### src/rtl/reset_supervisor.sv
module reset_supervisor #(
  parameter int unsigned DLY_SEL0 = 2_500_000,
  parameter int unsigned DLY_SEL1 = 10_000_000,
  parameter int unsigned DLY_SEL2 = 20_000_000,
  parameter int unsigned DLY_SEL3 = 40_000_000,
  parameter int unsigned WD_SEL0  = 70_000_000,
  parameter int unsigned WD_SEL1  = 10_000_000,
  parameter int unsigned WD_SEL2  = 1_250_000
) (
  input  logic       clk,
  input  logic       rst_n,
  input  logic [2:0] lv_flag,
  input  logic       mr_in,
  input  logic       wd_kick,
  input  logic [1:0] pup_sel,
  input  logic [1:0] wd_sel,
  input  logic       bus_start,
  input  logic [3:0] bus_dev,
  input  logic [7:0] bus_addr,
  input  logic       bus_byte,
  input  logic [7:0] bus_data,
  input  logic       bus_stop,
  output logic       sys_rst,
  output logic [7:0] fault_rd
);
  localparam int unsigned DMAX01 = (DLY_SEL0 > DLY_SEL1) ? DLY_SEL0 : DLY_SEL1;
  localparam int unsigned DMAX23 = (DLY_SEL2 > DLY_SEL3) ? DLY_SEL2 : DLY_SEL3;
  localparam int unsigned DMAX   = (DMAX01 > DMAX23) ? DMAX01 : DMAX23;
  localparam int unsigned WMAX01 = (WD_SEL0 > WD_SEL1) ? WD_SEL0 : WD_SEL1;
  localparam int unsigned WMAX   = (WMAX01 > WD_SEL2) ? WMAX01 : WD_SEL2;
  localparam int unsigned CMAX   = (DMAX > WMAX) ? DMAX : WMAX;
  localparam int CNT_W = $clog2(CMAX + 1);
  localparam logic [3:0] MY_DEV  = 4'b1011;
  localparam logic [7:0] MY_ADDR = 8'hFF;

  logic [CNT_W-1:0] dly_cnt, wd_cnt, dly_lim, wd_lim;
  logic             rst_q, sel_ok;
  logic [1:0]       byte_cnt;
  logic [4:0]       wbuf, fault_q, set_vec;

  always_comb
    case (pup_sel)
      2'b00:   dly_lim = CNT_W'(DLY_SEL0);
      2'b01:   dly_lim = CNT_W'(DLY_SEL1);
      2'b10:   dly_lim = CNT_W'(DLY_SEL2);
      default: dly_lim = CNT_W'(DLY_SEL3);
    endcase

  always_comb
    case (wd_sel)
      2'b00:   wd_lim = CNT_W'(WD_SEL0);
      2'b01:   wd_lim = CNT_W'(WD_SEL1);
      default: wd_lim = CNT_W'(WD_SEL2);
    endcase

  wire hold      = (|lv_flag) | mr_in;
  wire wd_off    = (wd_sel == 2'b11);
  wire wd_expire = !rst_q && !hold && !wd_off && !wd_kick &&
                   (wd_cnt == wd_lim - CNT_W'(1));
  wire commit    = bus_stop && sel_ok && (byte_cnt == 2'd1);

  assign set_vec  = {lv_flag[0], lv_flag[1], lv_flag[2], wd_expire, mr_in};
  assign sys_rst  = rst_q;
  assign fault_rd = {fault_q, 3'b000};

  always_ff @(posedge clk or negedge rst_n)
    if (!rst_n) begin
      rst_q   <= 1'b1;
      dly_cnt <= '0;
      wd_cnt  <= '0;
    end else if (hold) begin
      rst_q   <= 1'b1;
      dly_cnt <= '0;
      wd_cnt  <= '0;
    end else if (rst_q) begin
      wd_cnt <= '0;
      if (dly_cnt == dly_lim - CNT_W'(1)) begin
        rst_q   <= 1'b0;
        dly_cnt <= '0;
      end else begin
        dly_cnt <= dly_cnt + CNT_W'(1);
      end
    end else if (wd_off || wd_kick) begin
      wd_cnt <= '0;
    end else if (wd_expire) begin
      rst_q   <= 1'b1;
      wd_cnt  <= '0;
      dly_cnt <= '0;
    end else begin
      wd_cnt <= wd_cnt + CNT_W'(1);
    end

  always_ff @(posedge clk or negedge rst_n)
    if (!rst_n) begin
      sel_ok   <= 1'b0;
      byte_cnt <= 2'd0;
      wbuf     <= '0;
    end else if (bus_start) begin
      sel_ok   <= (bus_dev == MY_DEV) && (bus_addr == MY_ADDR);
      byte_cnt <= 2'd0;
    end else if (bus_byte) begin
      if (byte_cnt == 2'd0) wbuf <= bus_data[7:3];
      if (byte_cnt != 2'd2) byte_cnt <= byte_cnt + 2'd1;
    end else if (bus_stop) begin
      sel_ok <= 1'b0;
    end

  always_ff @(posedge clk or negedge rst_n)
    if (!rst_n) fault_q <= '0;
    else        fault_q <= (commit ? wbuf : fault_q) | set_vec;

  assert_hold_R2: assert property (@(posedge clk) disable iff (!rst_n)
    (|lv_flag) |=> sys_rst);
  assert_mr_hold_R3: assert property (@(posedge clk) disable iff (!rst_n)
    mr_in |=> (sys_rst && fault_rd[3]));
  assert_release_quiet_R1: assert property (@(posedge clk) disable iff (!rst_n)
    $fell(sys_rst) |-> !$past(hold));
  assert_timeout_R4: assert property (@(posedge clk) disable iff (!rst_n)
    wd_expire |=> (sys_rst && fault_rd[4]));
  assert_lv_capture_R7: assert property (@(posedge clk) disable iff (!rst_n)
    lv_flag[0] |=> fault_rd[7]);
  assert_wd_off_R9: assert property (@(posedge clk) disable iff (!rst_n)
    (wd_off && !sys_rst && !hold) |=> !sys_rst);
  assert_bad_frame_R8: assert property (@(posedge clk) disable iff (!rst_n)
    (bus_stop && byte_cnt != 2'd1) |=> ((fault_q & $past(fault_q)) == $past(fault_q)));
endmodule

### config.mk
export PLATFORM = sky130hd
export DESIGN_NAME = reset_supervisor
export DESIGN_NICKNAME = d
export VERILOG_FILES = /design/src/rtl/reset_supervisor.sv
export SDC_FILE = /design/constraint.sdc
export NUM_CORES = 1
export LEC_CHECK = 0
export ABC_CLOCK_PERIOD_IN_PS = 6200
export BUFFER_PORTS_ARGS = -buffer_cell sky130_fd_sc_hd__buf_2
export CAP_MARGIN = 20
export CORE_ASPECT_RATIO = 1.4
export CORE_UTILIZATION = 55
export CTS_BUF_LIST = sky130_fd_sc_hd__clkbuf_16
export CTS_CLUSTER_DIAMETER = 150
export CTS_CLUSTER_SIZE = 8
export DETAILED_ROUTE_END_ITERATION = 8
export GPL_ROUTABILITY_DRIVEN = 1
export GPL_TIMING_DRIVEN = 0
export HOLD_SLACK_MARGIN = 0.05
export PLACE_DENSITY = 0.78
export SLEW_MARGIN = 5
export SYNTH_ARGS = -nofsm -noshare
export SYNTH_HDL_FRONTEND = slang
export SYNTH_SLANG_ARGS = --single-unit
### constraint.sdc
create_clock -name clk -period 6.2 [get_ports clk]
set_input_delay 0.62 -clock clk [delete_from_list [all_inputs] [get_ports clk]]
set_output_delay 0.62 -clock clk [all_outputs]
set_load 0.02 [all_outputs]
### Word-level counts from Yosys, hierarchy flattened

Index checks and enable logic that the tools add are counted.

* register bits: 68
* latch bits: 0
* RAM bits: 0
* memory bits (read-only): 0
* output and inout bits: 9
* word-level logic and storage cells: 74
* memories kept: 0

* add/sub/neg operators: 5
* $mul: 0
* divide/modulo/power cells: 0
* $lt $le $gt $ge: 0
* eq/ne operators: 12
* shifts and indexed selects: 0
* mux-type cells: 23
* bitwise gates (word level): 3
* reductions and logical operators: 24

Operator list (count)
* 27-bit 2-to-1 mux: 9
* 26-bit one-hot mux with 3 select lines: 1
* 27-bit by 1-bit adder with 27-bit output, second input constant: 2
* 27-bit == test: 2
* 27-bit one-hot mux with 2 select lines: 1
* 27-bit by 1-bit subtractor with 27-bit output, second input constant: 2
* 8-bit == test, second input constant: 1
* 1-bit 2-to-1 mux: 8
* 1-bit logical AND: 7
* 2-bit by 1-bit == test with 1-bit output, second input constant: 3
* 2-bit zero test: 3
* 2-bit 2-to-1 mux: 3
* 2-bit AND reduction: 3
* 2-bit nonzero test: 3
* 5-bit 2-to-1 mux: 1
* 5-bit OR: 1
* 2-bit == test, second input constant: 2
* 4-bit == test, second input constant: 1
* 1-bit zero test: 4
* 2-bit != test, second input constant: 2
* 3-bit != test, second input constant: 1
* 3-bit AND reduction: 1
* 3-bit nonzero test: 1
* 3-bit OR reduction: 1
* other kinds (4): 4

### Longest topological paths before layout

* depth in word-level cells: 11
* mapped depth: 10
* mapped depth without buffers: 8

### Worst setup path before layout

Ideal clock, no wire load.

* path kind: input -> register
* from: in wd_sel[0]
* to: reg dly_cnt[25]
* library setup time: 126 ps
* arrival time: 2703 ps
* data required time: 6074 ps
* path slack: 3371 ps
* stages on the path: 9
* cell sequence: buf_2 -> nor4_1 -> a211oi_1 -> or4b_1 -> or4_4 -> o21a_1 -> buf_6 -> buf_6 -> a221o_1

* longest elaborated chain between the ends: 7
* elaborated cells on any way between the ends: 14
* those cells by class: add/sub: 1; eq/ne: 4; mux: 1; reduce/logical: 8

RTL lines
* from (decl): line 16 `input logic [1:0] wd_sel,`
* 2-bit by 1-bit == test with 1-bit output (tied with other cells): line 50 `case (wd_sel)`
* 27-bit one-hot mux with 2 select lines or 1-bit zero test (tied branches): line 50, 58
* 27-bit by 1-bit subtractor with 27-bit output or 1-bit logical AND (tied branches): line 59, 58
* 27-bit == test or 1-bit logical AND (tied branches): line 59, 58
* 1-bit logical AND: line 58 `wire wd_expire = !rst_q && !hold && !wd_off && !wd_kick &&`
* 3-bit nonzero test (no line)
* 2-bit AND reduction (no line) *
* to (signal assigned): line 81 `dly_cnt <= dly_cnt + CNT_W'(1);`
* to (decl): line 36 `logic [CNT_W-1:0] dly_cnt, wd_cnt, dly_lim, wd_lim;`

Every way passes the cells marked *; elsewhere a longest branch is shown, timed or not.
A chain may end at the register's enable or synchronous reset.

### Worst setup path after layout

* from: in pup_sel[1]
* to: reg dly_cnt[20]

* longest elaborated chain between the ends: 7
* elaborated cells on any way between the ends: 9
* those cells by class: add/sub: 1; eq/ne: 3; mux: 4; reduce/logical: 1

RTL lines
* from (decl): line 15 `input logic [1:0] pup_sel,`
* 2-bit == test (tied with other cells): line 42 `case (pup_sel)`
* 26-bit one-hot mux with 3 select lines *: line 42
* 27-bit by 1-bit subtractor with 27-bit output *: line 77 `if (dly_cnt == dly_lim - CNT_W'(1)) begin`
* 27-bit == test *: line 77
* 27-bit 2-to-1 mux *: line 77
* 27-bit 2-to-1 mux *: line 75 `end else if (rst_q) begin`
* 27-bit 2-to-1 mux *: line 71 `end else if (hold) begin`

Marks and branches as above.

==> results.yml <==
cts:
  clock_latency_ns: 0.34
  h-tree-depth: 3
  cts_hold_buf: 0
  cts_buffers: 9
  clkTransAtPathRegs_ns: 0.06
  post-cts-setup-buffers: 0
  cts.sinks: 68
  clockRootBuffer: "clkbuf_16"
  clk_path_buf_depth: 2
  cts_resized: 0
  cts_tree: "done"
worst_setup_path:
  crit_required_ns: 6.44
  crit_end: "dly_cnt[20]"
  crit_slowest_cell: "buf_1"
  cp.arrival_ns: 3.32
  worstSetupStartpointType: "input pin"
  end_kind: "flip-flop"
  timing.rr.start: "dly_cnt[0]"
  worstPathCellList: "buf_2 > inv_1 > ha_1 > a22oi_1 > o221ai_1 > and4b_1 > a21oi_1 > clkbuf_1 > buf_1 > o21ai_0 > o21ai_0"
  crit_type: "in -> reg"
  worst-path-max-fanout: 10
  cp_common_cell: "o21ai_0"
  startpoint: "pup_sel[1]"
  rr_worst_depth: 9
  worstReg2RegEnd: "dly_cnt[20]"
  reg2reg_slack_ns: 3.25
  crit_path_max_incr_delay_ns: 0.53
final_layout:
  nets: 530
  drive_gt1_share_pct: 15.0
  syn_to_final_growth_pct: 15.4
  diodes: 0
  final_area_mm2: 0.00460
sta:
  setup_tns_ns: 0
  period_minus_slack_ns: 3.07
  max_freq_mhz: 326
  slew_headroom_pct: 43.2
  finClkSkew_ns: 0.0117
  rsz0062_at_grt: "false"
  min_period_over_period_pct: 49.5
  maxSlewViolCount: 0
  hold_slack_ns: 0.396
  hold_viol: 0
  final-setup-viol-count: 0
  tightestPinTransition_ns: 0.852
synth:
  ys_seq_elements: 68
  synth_top_area_share_pct: 42.1
  synth_top_area_cell: "dfrtp_1"
  synthArstFlopShare_pct: 100
  synth_area_per_cell_um2: 9.21
  synth_area_leaders: "dfrtp_1 42%, nor2_1 6.1%, xnor2_1 5.5%, and3_1 4.4%, ha_1 4.1%"
  netlist_area_mm2: 0.00399
  seq_area_frac_synth_pct: 42.7
  synth_ff_type: "dfrtp_1"
  yosys_warnings: 0
  synthCells: 433
  synth_edf_count: 0
  synthDistinctLibCells: 50
  post-synth-top-count-cell: "dfrtp_1"
  yosys-top-cells-count: "67 x dfrtp_1, 65 x nor2_1, 29 x nand3_1, 28 x and3_1"
global_routing:
  grt_overflow: 0
  grt.total_usage_pct: 26.2
  grt_antenna_before_repair: 0
  grt_pass1_vias: 3251
  grt_pass1_wl_um: 14900
  grt_max_degree: 69
floorplanning:
  die_area_mm2: 0.00760
  die_h_um: 103
  core_area_mm2: 0.00698
  ios: 43
  initial_core_util_pct: 57.1
  die_w_um: 74.0
  row_count: 36
flow_run:
  cap_violations: 0
drt:
  ant_nets: 0
  finalWirelength_um: 9220
  vias: 3375
  drt_pre_antenna_iters: 4
  drt_iter0_markers: 221
  wl_per_cell_um: 15.8
  avgViaCountPerCell: 5.79
  drc: 0
place:
  io_buffers: 35
  dpl.hpwl_um: 6390
  gp_congestion: 0.914
  dpl-instance-area_mm2: 0.00430
power_and_ir_drop:
  ir_drop_mv: 0.155
  p_leak_nw: 2.09
  powerDensity_mw_per_mm2: 226
run_status:
  status: "finished clean"
min_path:
  min_path_type: "in -> async"
==> stage by stage <==
stage          utilization [%]  power [mW]  worst slack (ns)  cells
6_report                  65.9        1.04              3.13    583
2_1_floorplan                -       0.504              3.37    435
3_3_place_gp              61.4       0.529              2.89    565
5_1_grt                   65.9        1.08              2.96    583
4_1_cts                   65.8        1.05              3.22    582
3_5_place_dp              61.5       0.533              2.87    566
==> final cells by class <==
type / count / area, um2
Clock inverter: 7 / 75.1
Clock buffer: 9 / 225
Fill cell: 590 / 2380
Inverter: 17 / 63.8
Buffer: 21 / 111
Tap cell: 95 / 119
Sequential cell: 68 / 1700
Multi-Input combinational cell: 329 / 2120
Timing Repair Buffer: 37 / 188
==> power breakdown <==
group,switching [mW],total (mW),leakage [nW],internal [mW]
logic,0.0367,0.0650,1.03,0.0283
clock network,0.203,0.516,0.150,0.313
registers,0.00579,0.461,0.913,0.455
==> worst min path at each step <==
stage | startpoint | endpoint | slack [ns] | cells after the start
after floorplan | rst_n | byte_cnt[0] | 0.32 | 0
after global placement | fault_q[0] | fault_q[0] | 0.47 | 1
after detailed placement | fault_q[0] | fault_q[0] | 0.48 | 1
after CTS | rst_n | dly_cnt[25] | 0.42 | 1
after global routing | rst_n | dly_cnt[26] | 0.48 | 1
final | rst_n | dly_cnt[25] | 0.40 | 1
==> logic make-up after synthesis <==
logic type | synth area share (%)
AO/OA/AOI/OAI | 11.4
XOR/XNOR | 7.47
adder cells (fa/ha/maj) | 4.08
buffers and inverters | 4.39
flip-flops | 42.7
multiplexers | 1.95
other | 0.0941
AND/OR/NAND/NOR | 27.9
==> metal layers <==
layer	vias to the layer above	routed length [um]	global-route usage, %
li1	1647	-	-
met1	1641	3670	28.4
met2	62	5020	48.1
met3	25	300	4.79
met4	0	231	12.6
met5	-	0	0
==> sequential cells by signal, summed over array words and instances (netlist names) <==
name      count
wbuf          5
sys_rst       1
sel_ok        1
byte_cnt      2
dly_cnt      27
fault_q       5
wd_cnt       27
==> placed cells by master, fill, tap and decap left out, types with 3 or more instances in the layout <==
master | Yosys | routed
xnor2_1 | 25 | 25
xor2_1 | 9 | 9
a22o_1 | 7 | 7
nor2_1 | 65 | 65
or3_1 | 6 | 6
nand3b_1 | 6 | 6
nor2b_1 | 4 | 4
o21a_1 | 3 | 3
nor3_1 | 14 | 14
mux2_2 | 6 | 6
ha_1 | 13 | 13
clkbuf_1 | 12 | 12
clkinv_4 | 0 | 3
and3_1 | 28 | 28
nand4_1 | 8 | 8
nand3_1 | 29 | 29
and4_1 | 4 | 4
dfrtp_1 | 67 | 67
buf_2 | 2 | 37
a221o_1 | 7 | 7
a211o_1 | 14 | 14
conb_1 | 1 | 3
buf_4 | 4 | 5
nand2_1 | 25 | 25
o21ai_0 | 10 | 10
nand2b_1 | 3 | 3
a21oi_1 | 7 | 7
inv_1 | 17 | 17
and4b_1 | 3 | 3
clkbuf_16 | 0 | 9
nor4_1 | 6 | 6
==> worst max-delay path: cells and delay by family <==
family	cells	cell delay, ns
buf+inv	4	1.30
compound gates	5	0.82
fa+ha+maj	1	0.35
simple gates	1	0.23
(Power assumes the default switching activity.)
